### src/rtl/gpm_pkg.sv
package gpm_pkg;
  // number of writable per-pin registers
  localparam int NUM_RW    = 3;
  // spacing of registers inside a port window
  localparam int REG_STEP  = 16;
  // spacing of consecutive port windows
  localparam int PORT_STEP = 4;
  // slot of the read-only input register
  localparam int IN_SLOT   = 3;

  typedef enum int unsigned {
    SLOT_CNF = 0,
    SLOT_OE  = 1,
    SLOT_OUT = 2
  } rw_slot_e;
endpackage

### src/rtl/gpm_decode.sv
module gpm_decode
  import gpm_pkg::*;
#(
  parameter int ADDR_W      = 12,
  parameter int BANK_IDX    = 0,
  parameter int PORT_IDX    = 0,
  parameter int BANK_STRIDE = 256,
  parameter int MASK_OFFSET = 128
) (
  input  logic [ADDR_W-1:0] addr,
  output logic [NUM_RW-1:0] hit_plain,
  output logic [NUM_RW-1:0] hit_mask,
  output logic              hit_in
);
  localparam int BASE = BANK_IDX * BANK_STRIDE + PORT_IDX * PORT_STEP;
  localparam logic [ADDR_W-1:0] IN_ADDR = ADDR_W'(BASE + IN_SLOT * REG_STEP);

  for (genvar g = 0; g < NUM_RW; g++) begin : g_slot
    localparam logic [ADDR_W-1:0] PLAIN_ADDR = ADDR_W'(BASE + g * REG_STEP);
    localparam logic [ADDR_W-1:0] MASK_ADDR  = ADDR_W'(BASE + MASK_OFFSET + g * REG_STEP);
    assign hit_plain[g] = (addr == PLAIN_ADDR);
    assign hit_mask[g]  = (addr == MASK_ADDR);
  end

  assign hit_in = (addr == IN_ADDR);
endmodule

### src/rtl/gpm_sync.sv
module gpm_sync #(
  parameter int WIDTH = 8
) (
  input  logic             clk,
  input  logic             rst_n,
  input  logic [WIDTH-1:0] d,
  output logic [WIDTH-1:0] q
);
  logic [WIDTH-1:0] stage1;
  logic [WIDTH-1:0] stage2;

  always_ff @(posedge clk or negedge rst_n) begin
    if (!rst_n) begin
      stage1 <= '0;
      stage2 <= '0;
    end else begin
      stage1 <= d;
      stage2 <= stage1;
    end
  end

  assign q = stage2;
endmodule

### src/rtl/gpm_maskreg.sv
module gpm_maskreg #(
  parameter int PINS = 8
) (
  input  logic              clk,
  input  logic              rst_n,
  input  logic              wr_all,
  input  logic              wr_msk,
  input  logic [2*PINS-1:0] wdata,
  output logic [PINS-1:0]   q
);
  logic [PINS-1:0] sel_mask;
  logic [PINS-1:0] new_val;
  logic [PINS-1:0] nxt;

  assign sel_mask = wdata[2*PINS-1:PINS];
  assign new_val  = wdata[PINS-1:0];

  always_comb begin
    nxt = q;
    if (wr_all)      nxt = new_val;
    else if (wr_msk) nxt = (q & ~sel_mask) | (new_val & sel_mask);
  end

  always_ff @(posedge clk or negedge rst_n) begin
    if (!rst_n) q <= '0;
    else        q <= nxt;
  end

  AST_MASK_KEEP: assert property (@(posedge clk) disable iff (!rst_n)
    (wr_msk && !wr_all) |=> (((q ^ $past(q)) & ~$past(sel_mask)) == '0));

  AST_IDLE_HOLD: assert property (@(posedge clk) disable iff (!rst_n)
    (!wr_msk && !wr_all) |=> $stable(q));
endmodule

### src/rtl/gpio_mask_port.sv
module gpio_mask_port
  import gpm_pkg::*;
#(
  parameter int PINS        = 8,
  parameter int ADDR_W      = 12,
  parameter int DATA_W      = 32,
  parameter int BANK_IDX    = 0,
  parameter int PORT_IDX    = 0,
  parameter int BANK_STRIDE = 256,
  parameter int MASK_OFFSET = 128
) (
  input  logic              clk,
  input  logic              rst_n,
  input  logic              cmd_valid,
  output logic              cmd_ready,
  input  logic              cmd_write,
  input  logic [ADDR_W-1:0] cmd_addr,
  input  logic [DATA_W-1:0] cmd_wdata,
  output logic              rsp_valid,
  input  logic              rsp_ready,
  output logic [DATA_W-1:0] rsp_rdata,
  input  logic [PINS-1:0]   pad_in,
  output logic [PINS-1:0]   pad_out,
  output logic [PINS-1:0]   pad_oe
);
  logic [NUM_RW-1:0]           hit_plain;
  logic [NUM_RW-1:0]           hit_mask;
  logic                        hit_in;
  logic                        accept;
  logic [NUM_RW-1:0][PINS-1:0] regs;
  logic [PINS-1:0]             pad_sync;
  logic [DATA_W-1:0]           rd_mux;
  logic                        unused_wdata_hi;

  assign unused_wdata_hi = ^cmd_wdata[DATA_W-1:2*PINS];

  gpm_decode #(
    .ADDR_W     (ADDR_W),
    .BANK_IDX   (BANK_IDX),
    .PORT_IDX   (PORT_IDX),
    .BANK_STRIDE(BANK_STRIDE),
    .MASK_OFFSET(MASK_OFFSET)
  ) u_decode (
    .addr     (cmd_addr),
    .hit_plain(hit_plain),
    .hit_mask (hit_mask),
    .hit_in   (hit_in)
  );

  gpm_sync #(.WIDTH(PINS)) u_sync (
    .clk  (clk),
    .rst_n(rst_n),
    .d    (pad_in),
    .q    (pad_sync)
  );

  assign cmd_ready = !rsp_valid || rsp_ready;
  assign accept    = cmd_valid && cmd_ready;

  for (genvar g = 0; g < NUM_RW; g++) begin : g_reg
    gpm_maskreg #(.PINS(PINS)) u_reg (
      .clk   (clk),
      .rst_n (rst_n),
      .wr_all(accept && cmd_write && hit_plain[g]),
      .wr_msk(accept && cmd_write && hit_mask[g]),
      .wdata (cmd_wdata[2*PINS-1:0]),
      .q     (regs[g])
    );
  end

  always_comb begin
    rd_mux = '0;
    for (int i = 0; i < NUM_RW; i++) begin
      if (hit_plain[i]) rd_mux[PINS-1:0] = regs[i];
    end
    if (hit_in) rd_mux[PINS-1:0] = pad_sync;
  end

  always_ff @(posedge clk or negedge rst_n) begin
    if (!rst_n) begin
      rsp_valid <= 1'b0;
      rsp_rdata <= '0;
    end else if (accept) begin
      rsp_valid <= 1'b1;
      rsp_rdata <= cmd_write ? '0 : rd_mux;
    end else if (rsp_ready) begin
      rsp_valid <= 1'b0;
    end
  end

  assign pad_out = regs[SLOT_OUT];
  assign pad_oe  = regs[SLOT_CNF] & regs[SLOT_OE];

  AST_ACCEPT_RSP: assert property (@(posedge clk) disable iff (!rst_n)
    accept |=> rsp_valid);

  AST_RSP_HOLD: assert property (@(posedge clk) disable iff (!rst_n)
    (rsp_valid && !rsp_ready) |=> (rsp_valid && $stable(rsp_rdata)));

  AST_UNMAPPED_ZERO: assert property (@(posedge clk) disable iff (!rst_n)
    (accept && !cmd_write && !(|hit_plain) && !hit_in) |=> (rsp_rdata == '0));

  AST_INPUT_READONLY: assert property (@(posedge clk) disable iff (!rst_n)
    (accept && cmd_write && hit_in) |=> $stable(regs));
endmodule

### config.mk
export PLATFORM = sky130hd
export DESIGN_NAME = gpio_mask_port
export DESIGN_NICKNAME = d
export VERILOG_FILES = /design/src/rtl/gpm_pkg.sv /design/src/rtl/gpm_decode.sv /design/src/rtl/gpm_sync.sv /design/src/rtl/gpm_maskreg.sv /design/src/rtl/gpio_mask_port.sv
export SDC_FILE = /design/constraint.sdc
export NUM_CORES = 1
export LEC_CHECK = 0
export BUFFER_PORTS_ARGS = -buffer_cell sky130_fd_sc_hd__buf_2
export CELL_PAD_IN_SITES_DETAIL_PLACEMENT = 1
export CELL_PAD_IN_SITES_GLOBAL_PLACEMENT = 1
export CORE_ASPECT_RATIO = 0.8
export CORE_MARGIN = 1.5
export CORE_UTILIZATION = 34
export CTS_CLUSTER_DIAMETER = 30
export DETAILED_ROUTE_END_ITERATION = 8
export PLACE_DENSITY = 0.82
export SYNTH_ARGS = -nofsm -noshare
export SYNTH_HDL_FRONTEND = slang
export SYNTH_HIERARCHICAL = 1
export SYNTH_SLANG_ARGS = --single-unit
### constraint.sdc
create_clock -name clk -period 1.4 [get_ports clk]
set_input_delay 0.28 -clock clk [delete_from_list [all_inputs] [get_ports clk]]
set_output_delay 0.28 -clock clk [all_outputs]
set_load 0.005 [all_outputs]
# ---- Yosys cells after proc, flatten, opt, wreduce, memory -nomap -nowiden
# Cells that the tools add are included.
dict set report totals {
  ff_bits 73
  latchBits 0
  ramBits 0
  romBits 0
  inputBits 57
  output_inout_bits 50
  word_cells 50
  n_memories 0
}
dict set report op_classes {
  addsub 0
  n_mul 0
  div 0
  order_cmp 0
  eq_ne 6
  n_shift 0
  muxes 13
  bitwise 9
  n_reduce_logical 15
}
# cell count
set op_table {}
lappend op_table {{8-bit 2-to-1 mux} 11}
lappend op_table {{8-bit bitwise AND} 5}
lappend op_table {{12-bit by 8-bit equality test with 1-bit output, second input constant} 3}
lappend op_table {{12-bit by 6-bit equality test with 1-bit output, second input constant} 2}
lappend op_table {{8-bit OR} 3}
lappend op_table {{12-bit by 5-bit equality test with 1-bit output, second input constant} 1}
lappend op_table {{12-bit zero test} 1}
lappend op_table {{1-bit logical AND} 8}
lappend op_table {{8-bit NOT} 1}
lappend op_table {{2-bit nonzero test} 4}
lappend op_table {{1-bit 2-to-1 mux} 2}
lappend op_table {{1-bit zero test} 1}
lappend op_table {{1-bit logical OR} 1}

# ---- Depth between registers and ports, before layout
# Gate-level depths: netlist (run 1).
dict set report depth {
  depth_word 7
  mapped_depth 9
  depth_no_buf 5
}

# ---- Cells and area by module
# Netlist (run 1), hierarchy kept.
# mod instances cells_per_inst area_each_um2 seq_area_each_um2
set modules_own_cells {}
lappend modules_own_cells {gpm_maskreg 3 26 409.1 200.2}
lappend modules_own_cells {gpio_mask_port 1 106 965.9 225.2}
lappend modules_own_cells {gpm_sync 1 16 400.4 400.4}
lappend modules_own_cells {gpm_decode 1 17 103.8 0.0}

# ---- Worst setup path after synthesis (run 1)
# Ideal clock, no wire load.
dict set report synth_path {
  path_kind {in2reg}
  start {input cmd_addr[11]}
  end {register (tool-made name)}
  setup_ns 0.125
  t_arrival_ns 2.514
  required_ns 1.275
  slack_ns -1.239
  stages 7
  path_buffers 2
  cell_sequence {or4_1 > clkbuf_2 > nor4_1 > and3_1 > buf_4 > a21oi_2 > mux2_4}
}
# item line_no
set synth_lines {}
lappend synth_lines {{start: declaration} gpio_mask_port.sv:17} ;# input logic [ADDR_W-1:0] cmd_addr,

==> impl_metrics.csv, run 1 <==
group,metric,value,unit
logic_synthesis,ys_ff_latch,49,
sta,finalCriticalPeriod,1912,ps
sta,hold_violations,0,
critical_path,critPathLaunchType,"input pin",
critical_path,worstPathArrival,2110,ps
logic_synthesis,netlist_instances,217,
placed_design,pre_cts_slack,-886.2,ps
run_status,violations,"negative setup slack",
sta,setup_viol,32,
routing,antenna_left,0,
routing,wl_per_cell,17.76,µm
clock_tree,cts_tree,"done",
logic_synthesis,synth_commonest_cells,"49 x dfrtp_1, 30 x buf_4, 25 x a21oi_2, 24 x mux2_4, 9 x and2_1",
floorplan,die_height,82.67,µm
logic_synthesis,synth_edf_count,0,
routing,drtPass1Iterations,4,
final_layout,nFillCells,826,
floorplan,die-area,8481,µm²
floorplan,start_util,35.81,%
critical_path,path_buf_inv,4,
logic_synthesis,synth_area_leader_cell,"dfrtp_1",
clock_tree,clock-root-buffer,"clkbuf_8",
flow_run,drv_cap,0,
sta,hold_slack,66.60,ps
critical_path,crit_start,"cmd_addr[2]",
clock_tree,clk_latency,310,ps
global_route,grt_pass1_vias,2174,
run_status,status,"finished with violations",
final_layout,drive_gt1_share,55.78,%
clock_tree,cts_made_buffers,5,
routing,via_per_inst,4.870,
power_and_ir_drop,leakage,1.759,nW
critical_path,crit_type,"input pin to flop",
clock_tree,clk_pin_slew,90,ps
final_layout,area_delta_synth_final,33.53,%
hold_path,holdCritPathClass,"input pin to flop",
floorplan,io_pins,107,
placed_design,place_hpwl,5.133,mm
power_and_ir_drop,total_power,2.543,mW
critical_path,crit_path_cell_trace,"buf_6, or4_4, buf_12, buf_4, nor4_4, and3_4, buf_12, a21oi_2, mux2_4",
sta,rsz0062_at_grt,"true",
floorplan,row_count,28,
logic_synthesis,synth_area_leaders,"dfrtp_1 45%, mux2_4 13%, buf_4 8.3%",
placed_design,numPortBuffers,66,
critical_path,rr_startpoint,"rsp_valid",
logic_synthesis,synth_most_common_cell,"dfrtp_1",
sta,finClkSkew,4.118,ps
critical_path,cpMostUsedCell,"buf_12",
clock_tree,cts_sinks,49,
clock_tree,h-tree-depth,2,
sta,final_max_slew_viol_count,0,
logic_synthesis,synth.cell_area,2698,µm²
logic_synthesis,synth.distinct_cells,27,
routing,vias,1987,
global_route,grt-ovfl-total,0,
floorplan,core,7532,µm²
critical_path,crit_path_end_kind,"flop",
critical_path,critical-path-max-stage-delay,530,ps
critical_path,critPathSlowestCell,"or4_4",
global_route,grt_util_all_layers,18.15,%
global_route,grt_max_degree,50,
floorplan,die_w,102.6,µm
sta,setup_slack,-511.7,ps
final_layout,nNetsFinal,359,
global_route,antenna_found_initial,0,
power_and_ir_drop,ir_drop,0.3673,mV
logic_synthesis,ys.flop_type,"dfrtp_1",
logic_synthesis,async_reset_ff_share,100.0,%
clock_tree,clockBufferDepth,2,
placed_design,routabilityCongestion,0.7676,
critical_path,cpLargestDelayFamily,"simple AND/OR/NAND/NOR gates",
logic_synthesis,netlist.area_leader.share,45.45,%
routing,drc,0,
logic_synthesis,postSynthAreaPerCell,12.43,µm²
global_route,grt_pass1_wl,11.32,mm
logic_synthesis,yosys_warnings,6,
power_and_ir_drop,power_density,706.1,nW/µm²
critical_path,critical_path_required,1600,ps
critical_path,critPathMaxFanout,8,
routing,drt_first_iter_violations,31,
final_layout,n_antenna_cell,0,
sta,fmaxAchievable,523.1,MHz
routing,wl,7.245,mm
sta,timing.final.crit_share,136.5,%
hold_path,worstHoldStart,"pad_in[5]",
logic_synthesis,yosysSeqAreaShare,45.45,%
final_layout,fin_util,47.82,%
[timing repair]
action                                  4_1_cts  5_1_grt
gates cloned                                  0        0
hold buffers                                  1        0
hold endpoints to repair                     49        0
endpoints found under the setup margin       32       32
gates resized for setup                      27       17
setup buffers                                 0        4
pin swaps                                    11        8
[per-layer routing]
metal / wire [µm] / up-vias / global-route usage (%)
li1: - / 902 / -
met1: 3064 / 1016 / 22.23
met2: 3726 / 59 / 31.13
met3: 332 / 10 / 4.714
met4: 121 / 0 / 6.438
met5: 0 / - / 0
[path summary, 6_finish.rpt]
path	endpoint	slack [ps]	cells after the start
max	flop	-510	9
min	u_sync/stage1[5]	70	1
max reg2reg	flop	-280	6
min reg2reg	u_sync/q[0]	360	0
max in group asynchronous	asynchronous set/reset pin	690	3
min in group asynchronous	asynchronous set/reset pin	460	3
[cell usage in the layout, fill, tap and decap left out, types with 3 or more instances in the layout]
cell	instances
buf_4	14
nand3b_1	8
a32o_1	8
dfrtp_1	49
a21oi_4	15
nand4bb_1	7
nand2b_1	7
nand3_1	8
and2_1	9
a21oi_1	7
a21oi_2	10
and3_4	5
nor4_4	6
buf_6	9
mux2_4	24
conb_1	24
buf_12	6
or2b_4	3
clkbuf_8	5
buf_2	62
[cell families (layout without fill, tap and decap cells)]
group,after synthesis,count (layout),share of synthesized area (%)
AO/OA/AOI/OAI,40,40,12.38
buffers and inverters,37,100,10.95
flip-flops,49,49,45.45
multiplexers,24,24,13.36
other,1,24,0.1390
AND/OR/NAND/NOR,66,66,17.72
[power breakdown]
part / switching, mW / internal (mW) / leakage, nW
clock network: 0.504 / 0.353 / 0.0374
registers: 0.00959 / 1.44 / 0.644
logic: 0.143 / 0.0929 / 1.08
[per-stage QoR]
step	instance area [µm²]	setup TNS (ps)	std cells
6_report	3602	-15340	408
5_1_grt	3602	-16400	408
4_1_cts	3466	-13860	404
3_5_place_dp	3217	-27340	395
3_3_place_gp	3217	-25680	395
2_1_floorplan	2854	-25860	240
[area by class of cell]
| type | instances | area [µm²] | area share, % |
|---|---|---|---|
| Multi-Input combinational cell | 154 | 1510 | 41.92 |
| Sequential cell | 49 | 1226 | 34.04 |
| Timing Repair Buffer | 92 | 646.9 | 17.96 |
| Tap cell | 105 | 131.4 | 3.647 |
| Clock buffer | 6 | 72.57 | 2.015 |
| Clock inverter | 2 | 15.01 | 0.4168 |
No activity file was read; power rests on OpenSTA's default activity.
==> inputs of run 2 (changes only) <==
BUFFER_PORTS_ARGS = default   (was -buffer_cell sky130_fd_sc_hd__buf_2)
CORE_UTILIZATION = 38   (was 34)
DONT_BUFFER_PORTS = 1   (was default)
PLACE_DENSITY = 0.72   (was 0.82)
==> run 2 against run 1 <==
  * The flow finishes with violations (negative hold slack, negative setup slack)
  * Final area down 12%
  * Routed wire length fell by 13%
  * Maximum frequency up 7.8%
  * Sequential cell count is the same
  * Die area down 10%
==> impl_metrics.csv, run 2 (synthesis gave the netlist of run 1 again) <==
group,metric,value,unit
clock_tree,h-tree-depth,2,
placed_design,routabilityCongestion,0.7256,
critical_path,crit_type,"input pin to flop",
final_layout,nFillCells,746,
floorplan,start_util,39.14,%
placed_design,place_hpwl,4.534,mm
critical_path,critical_path_required,1600,ps
routing,via_per_inst,5.321,
routing,antenna_left,0,
sta,final_max_slew_viol_count,0,
final_layout,nNetsFinal,293,
floorplan,die_w,97.20,µm
routing,wl,6.275,mm
global_route,grt_max_degree,50,
sta,rsz0062_at_grt,"true",
sta,hold_violations,49,
clock_tree,hold_buffers,8,
clock_tree,clk_pin_slew,100,ps
placed_design,dp.cells,306,
critical_path,rrSetupSlack,-250,ps
sta,fmaxAchievable,563.9,MHz
final_layout,final_cells,324,
sta,finalCriticalPeriod,1773,ps
placed_design,numPortBuffers,0,
sta,hold_slack,-350.1,ps
power_and_ir_drop,ir_drop,0.4108,mV
final_layout,seq_area,1226,µm²
global_route,grt_pass1_wl,9.860,mm
final_layout,multi_input_area,1430,µm²
floorplan,die_height,78.36,µm
routing,drt_first_iter_violations,69,
critical_path,worstPathArrival,1980,ps
sta,fin_setup_tns,-10640,ps
final_layout,layout_common_cells,"49 x dfrtp_1, 24 x conb_1, 24 x mux2_4",
routing,drtPass1Iterations,4,
floorplan,row_count,27,
flow_run,drv_cap,0,
sta,finClkSkew,15.96,ps
hold_path,holdCritPathClass,"input pin to asynchronous set/reset pin",
floorplan,die-area,7617,µm²
sta,setup_viol,32,
clock_tree,clk_latency,310,ps
sta,timing.final.crit_share,126.7,%
critical_path,critPathLaunchType,"input pin",
power_and_ir_drop,power_density,776.5,nW/µm²
routing,vias,1724,
global_route,grt_util_all_layers,17.08,%
routing,wl_per_cell,19.37,µm
sta,setup_slack,-373.5,ps
clock_tree,clock-root-buffer,"clkbuf_8",
power_and_ir_drop,leakage,1.421,nW
critical_path,crit_path_end_kind,"flop",
final_layout,n_antenna_cell,0,
clock_tree,clockBufferDepth,2,
clock_tree,cts_tree,"done",
floorplan,io_pins,107,
final_layout,area_delta_synth_final,16.88,%
global_route,grt_pass1_vias,1748,
run_status,status,"finished with violations",
final_layout,layout_commonest_cell,"dfrtp_1",
clock_tree,cts_made_buffers,5,
critical_path,critPathMaxFanout,8,
final_layout,drive_gt1_share,40.51,%
floorplan,core,6892,µm²
routing,drc,0,
clock_tree,cts_sinks,49,
global_route,antenna_found_initial,0,
global_route,grt-ovfl-total,0,
run_status,violations,"negative hold slack, negative setup slack",
[run 2: power breakdown]
part | internal (mW) | leakage [nW] | switching, mW
logic | 0.0459 | 0.734 | 0.0574
clock network | 0.365 | 0.0423 | 0.530
registers | 1.44 | 0.644 | 0.00965
total | 1.85 | 1.42 | 0.597
[run 2: what timing repair did]
| item | CTS | global route |
|---|---|---|
| setup endpoints to repair | 32 | 32 |
| endpoints found under the hold margin | 57 | 49 |
| resized for setup | 15 | 9 |
| buffers inserted | 1 | 2 |
| pin swaps | 9 | 6 |
[run 2: through the flow]
step,setup WS (ps),util (%),power [mW],instance area (µm²),hold slack (ps)
2_1_floorplan,-858.9,-,1.587,2854,-15.59
3_3_place_gp,-744.4,41.19,1.554,2839,-14.24
3_5_place_dp,-836.4,41.19,1.556,2839,-14.37
4_1_cts,-355.1,44.83,2.478,3089,-361.0
5_1_grt,-421.1,45.75,2.550,3153,-377.7
6_report,-373.5,45.75,2.448,3153,-350.1
[run 2: final timing paths]
path	cells after the start	endpoint	from
worst max register to register	6	flop	rsp_valid
min in group clk	1	rsp_valid	cmd_valid
worst max-delay path	6	flop	cmd_addr[8]
max in group asynchronous	0	rsp_rdata[2]	rst_n
worst min-delay path	0	asynchronous set/reset pin	rst_n
worst min register to register	0	u_sync/q[4]	u_sync/stage1[4]
[run 2: layout make-up]
cell class	instances	share of cell area, %
multi-input cells	154	45.36
flip-flops and latches	49	38.89
repair buffers	26	9.286
well taps	87	3.452
clock buffers	5	2.183
clock inverters	3	0.8333
[run 2: worst max-delay path: stages]
cell and delay (ps):
or4_4 630, nor4_4 340, and3_4 240, buf_12 150
a21oi_4 50, mux2_4 290
[run 2: per-layer routing]
| layer | global-route usage [%] | routed length [µm] |
|---|---|---|
| met3 | 5.699 | 457 |
| met1 | 22.96 | 2806 |
| met4 | 4.203 | 52 |
| met5 | 0 | 0 |
| met2 | 26.64 | 2959 |
==> inputs of run 3 (changes only) <==
CORE_UTILIZATION = 44   (was 38)
PLACE_DENSITY = 0.81   (was 0.72)
TNS_END_PERCENT = 100   (was default)
==> run 3 against run 2 <==
  * The flow still finishes with violations (negative hold slack, negative setup slack)
  * Final area is 1.3% lower
  * Maximum frequency is 0.50% lower
  * Non-clock buffer count is 7 higher
  * Worst hold slack better by 7.9 ps
  * Critical path type unchanged
  * Highest routed layer unchanged
==> impl_metrics.csv, run 3 (synthesis gave the netlist of run 1 again) <==
group,metric,value,unit
sta,setup_viol,32,
power_and_ir_drop,ir_drop,0.3752,mV
critical_path,worstPathArrival,1980,ps
clock_tree,cts_tree,"done",
sta,hold_slack,-342.2,ps
flow_run,drv_cap,0,
global_route,antenna_found_initial,0,
routing,wl_per_cell,19.04,µm
global_route,grt_pass1_vias,1924,
routing,vias,1733,
critical_path,crit_path_end_kind,"flop",
power_and_ir_drop,power_density,772.2,nW/µm²
placed_design,numPortBuffers,0,
routing,drtPass1Iterations,4,
critical_path,rr_startpoint,"rsp_valid",
hold_path,holdCritPathClass,"input pin to asynchronous set/reset pin",
global_route,grt_max_degree,50,
critical_path,critPathMaxFanout,8,
final_layout,area_delta_synth_final,15.35,%
floorplan,die-area,6613,µm²
global_route,grt_pass1_wl,9.715,mm
sta,fmaxAchievable,561.0,MHz
final_layout,fin_util,52.63,%
sta,finalCriticalPeriod,1782,ps
sta,rsz0062_at_grt,"true",
critical_path,crit_type,"input pin to flop",
final_layout,nNetsFinal,300,
critical_path,rr_worst_depth,6,
floorplan,io_pins,107,
final_layout,final_cells,325,
clock_tree,clk_pin_slew,90,ps
clock_tree,clockBufferDepth,2,
placed_design,routabilityCongestion,0.7493,
final_layout,drive_gt1_share,40.57,%
final_layout,n_antenna_cell,0,
floorplan,start_util,45.63,%
floorplan,row_count,25,
floorplan,core,5912,µm²
run_status,violations,"negative hold slack, negative setup slack",
clock_tree,clock-root-buffer,"clkbuf_8",
sta,timing.final.crit_share,127.3,%
sta,setup_slack,-382.4,ps
clock_tree,cts_made_buffers,5,
placed_design,dp.cells,302,
routing,via_per_inst,5.332,
critical_path,critPathLaunchType,"input pin",
power_and_ir_drop,leakage,1.448,nW
run_status,status,"finished with violations",
placed_design,place_hpwl,4.540,mm
clock_tree,cts_sinks,49,
clock_tree,h-tree-depth,2,
sta,finClkSkew,5.549,ps
critical_path,critical_path_required,1590,ps
critical_path,crit_start,"cmd_addr[11]",
routing,wl,6.189,mm
final_layout,layout_common_cells,"49 x dfrtp_1, 24 x a21oi_2, 24 x conb_1, 24 x mux2_4, 17 x buf_4",
global_route,grt-ovfl-total,0,
final_layout,layout_commonest_cell,"dfrtp_1",
routing,drt_first_iter_violations,67,
routing,antenna_left,0,
power_and_ir_drop,total_power,2.403,mW
clock_tree,hold_buffers,8,
clock_tree,clk_latency,300,ps
floorplan,die_w,90.54,µm
global_route,grt_util_all_layers,19.32,%
sta,final_max_slew_viol_count,0,
routing,drc,0,
sta,hold_violations,49,
floorplan,die_height,73.04,µm
run 3: worst max-delay path, cell delays in order:
cell	delay [ps]
or4_4	610
buf_4	180
nor4_4	180
and3_1	250
buf_12	140
a21oi_2	40
mux2_4	290
run 3: stage by stage:
step / cell area, µm² / setup WS [ps] / setup TNS, ps
floorplan: 2854 / -858.9 / -25860
global placement: 2846 / -701.5 / -21930
detailed placement: 2846 / -783.9 / -23410
CTS: 3112 / -380.1 / -11130
global route: 3112 / -446.2 / -13110
finish: 3112 / -382.4 / -11130
run 3: repair_timing:
item,4_1_cts,5_1_grt
gates cloned,1,0
setup endpoints to repair,32,32
gates resized for setup,11,1
setup buffers,6,1
pin swaps,6,4
endpoints found under the hold margin,57,49
run 3: final timing paths:
path	endpoint	slack, ps
worst max-delay path	flop	-380
worst min-delay path	asynchronous set/reset pin	-340
worst max register to register	flop	-230
worst min register to register	u_sync/q[2]	350
max in group asynchronous	u_sync/stage1[4]	1650
min in group clk	rsp_valid	80
run 3: where the power goes:
group | internal, mW | switching [mW] | leakage (nW)
combinational | 0.0483 | 0.0577 | 0.759
sequential | 1.44 | 0.00947 | 0.644
clock | 0.355 | 0.491 | 0.0445
total | 1.84 | 0.559 | 1.45
run 3: metal layers:
| metal | vias up | share of wire [%] | global-route usage (%) |
|---|---|---|---|
| met4 | 0 | 1.0 | 6.349 |
| met5 | - | 0 | 0 |
| met3 | 7 | 6.7 | 5.729 |
| met1 | 887 | 41 | 22.54 |
| met2 | 57 | 52 | 34.42 |
| li1 | 782 | - | - |
run 3: final cells by class:
class | count | area, µm²
multi-input cells | 154 | 1355
clock inverters | 3 | 21.27
clock buffers | 5 | 68.82
well taps | 81 | 101.3
flip-flops and latches | 49 | 1226
repair buffers | 33 | 339.1
fillers | 607 | 2800
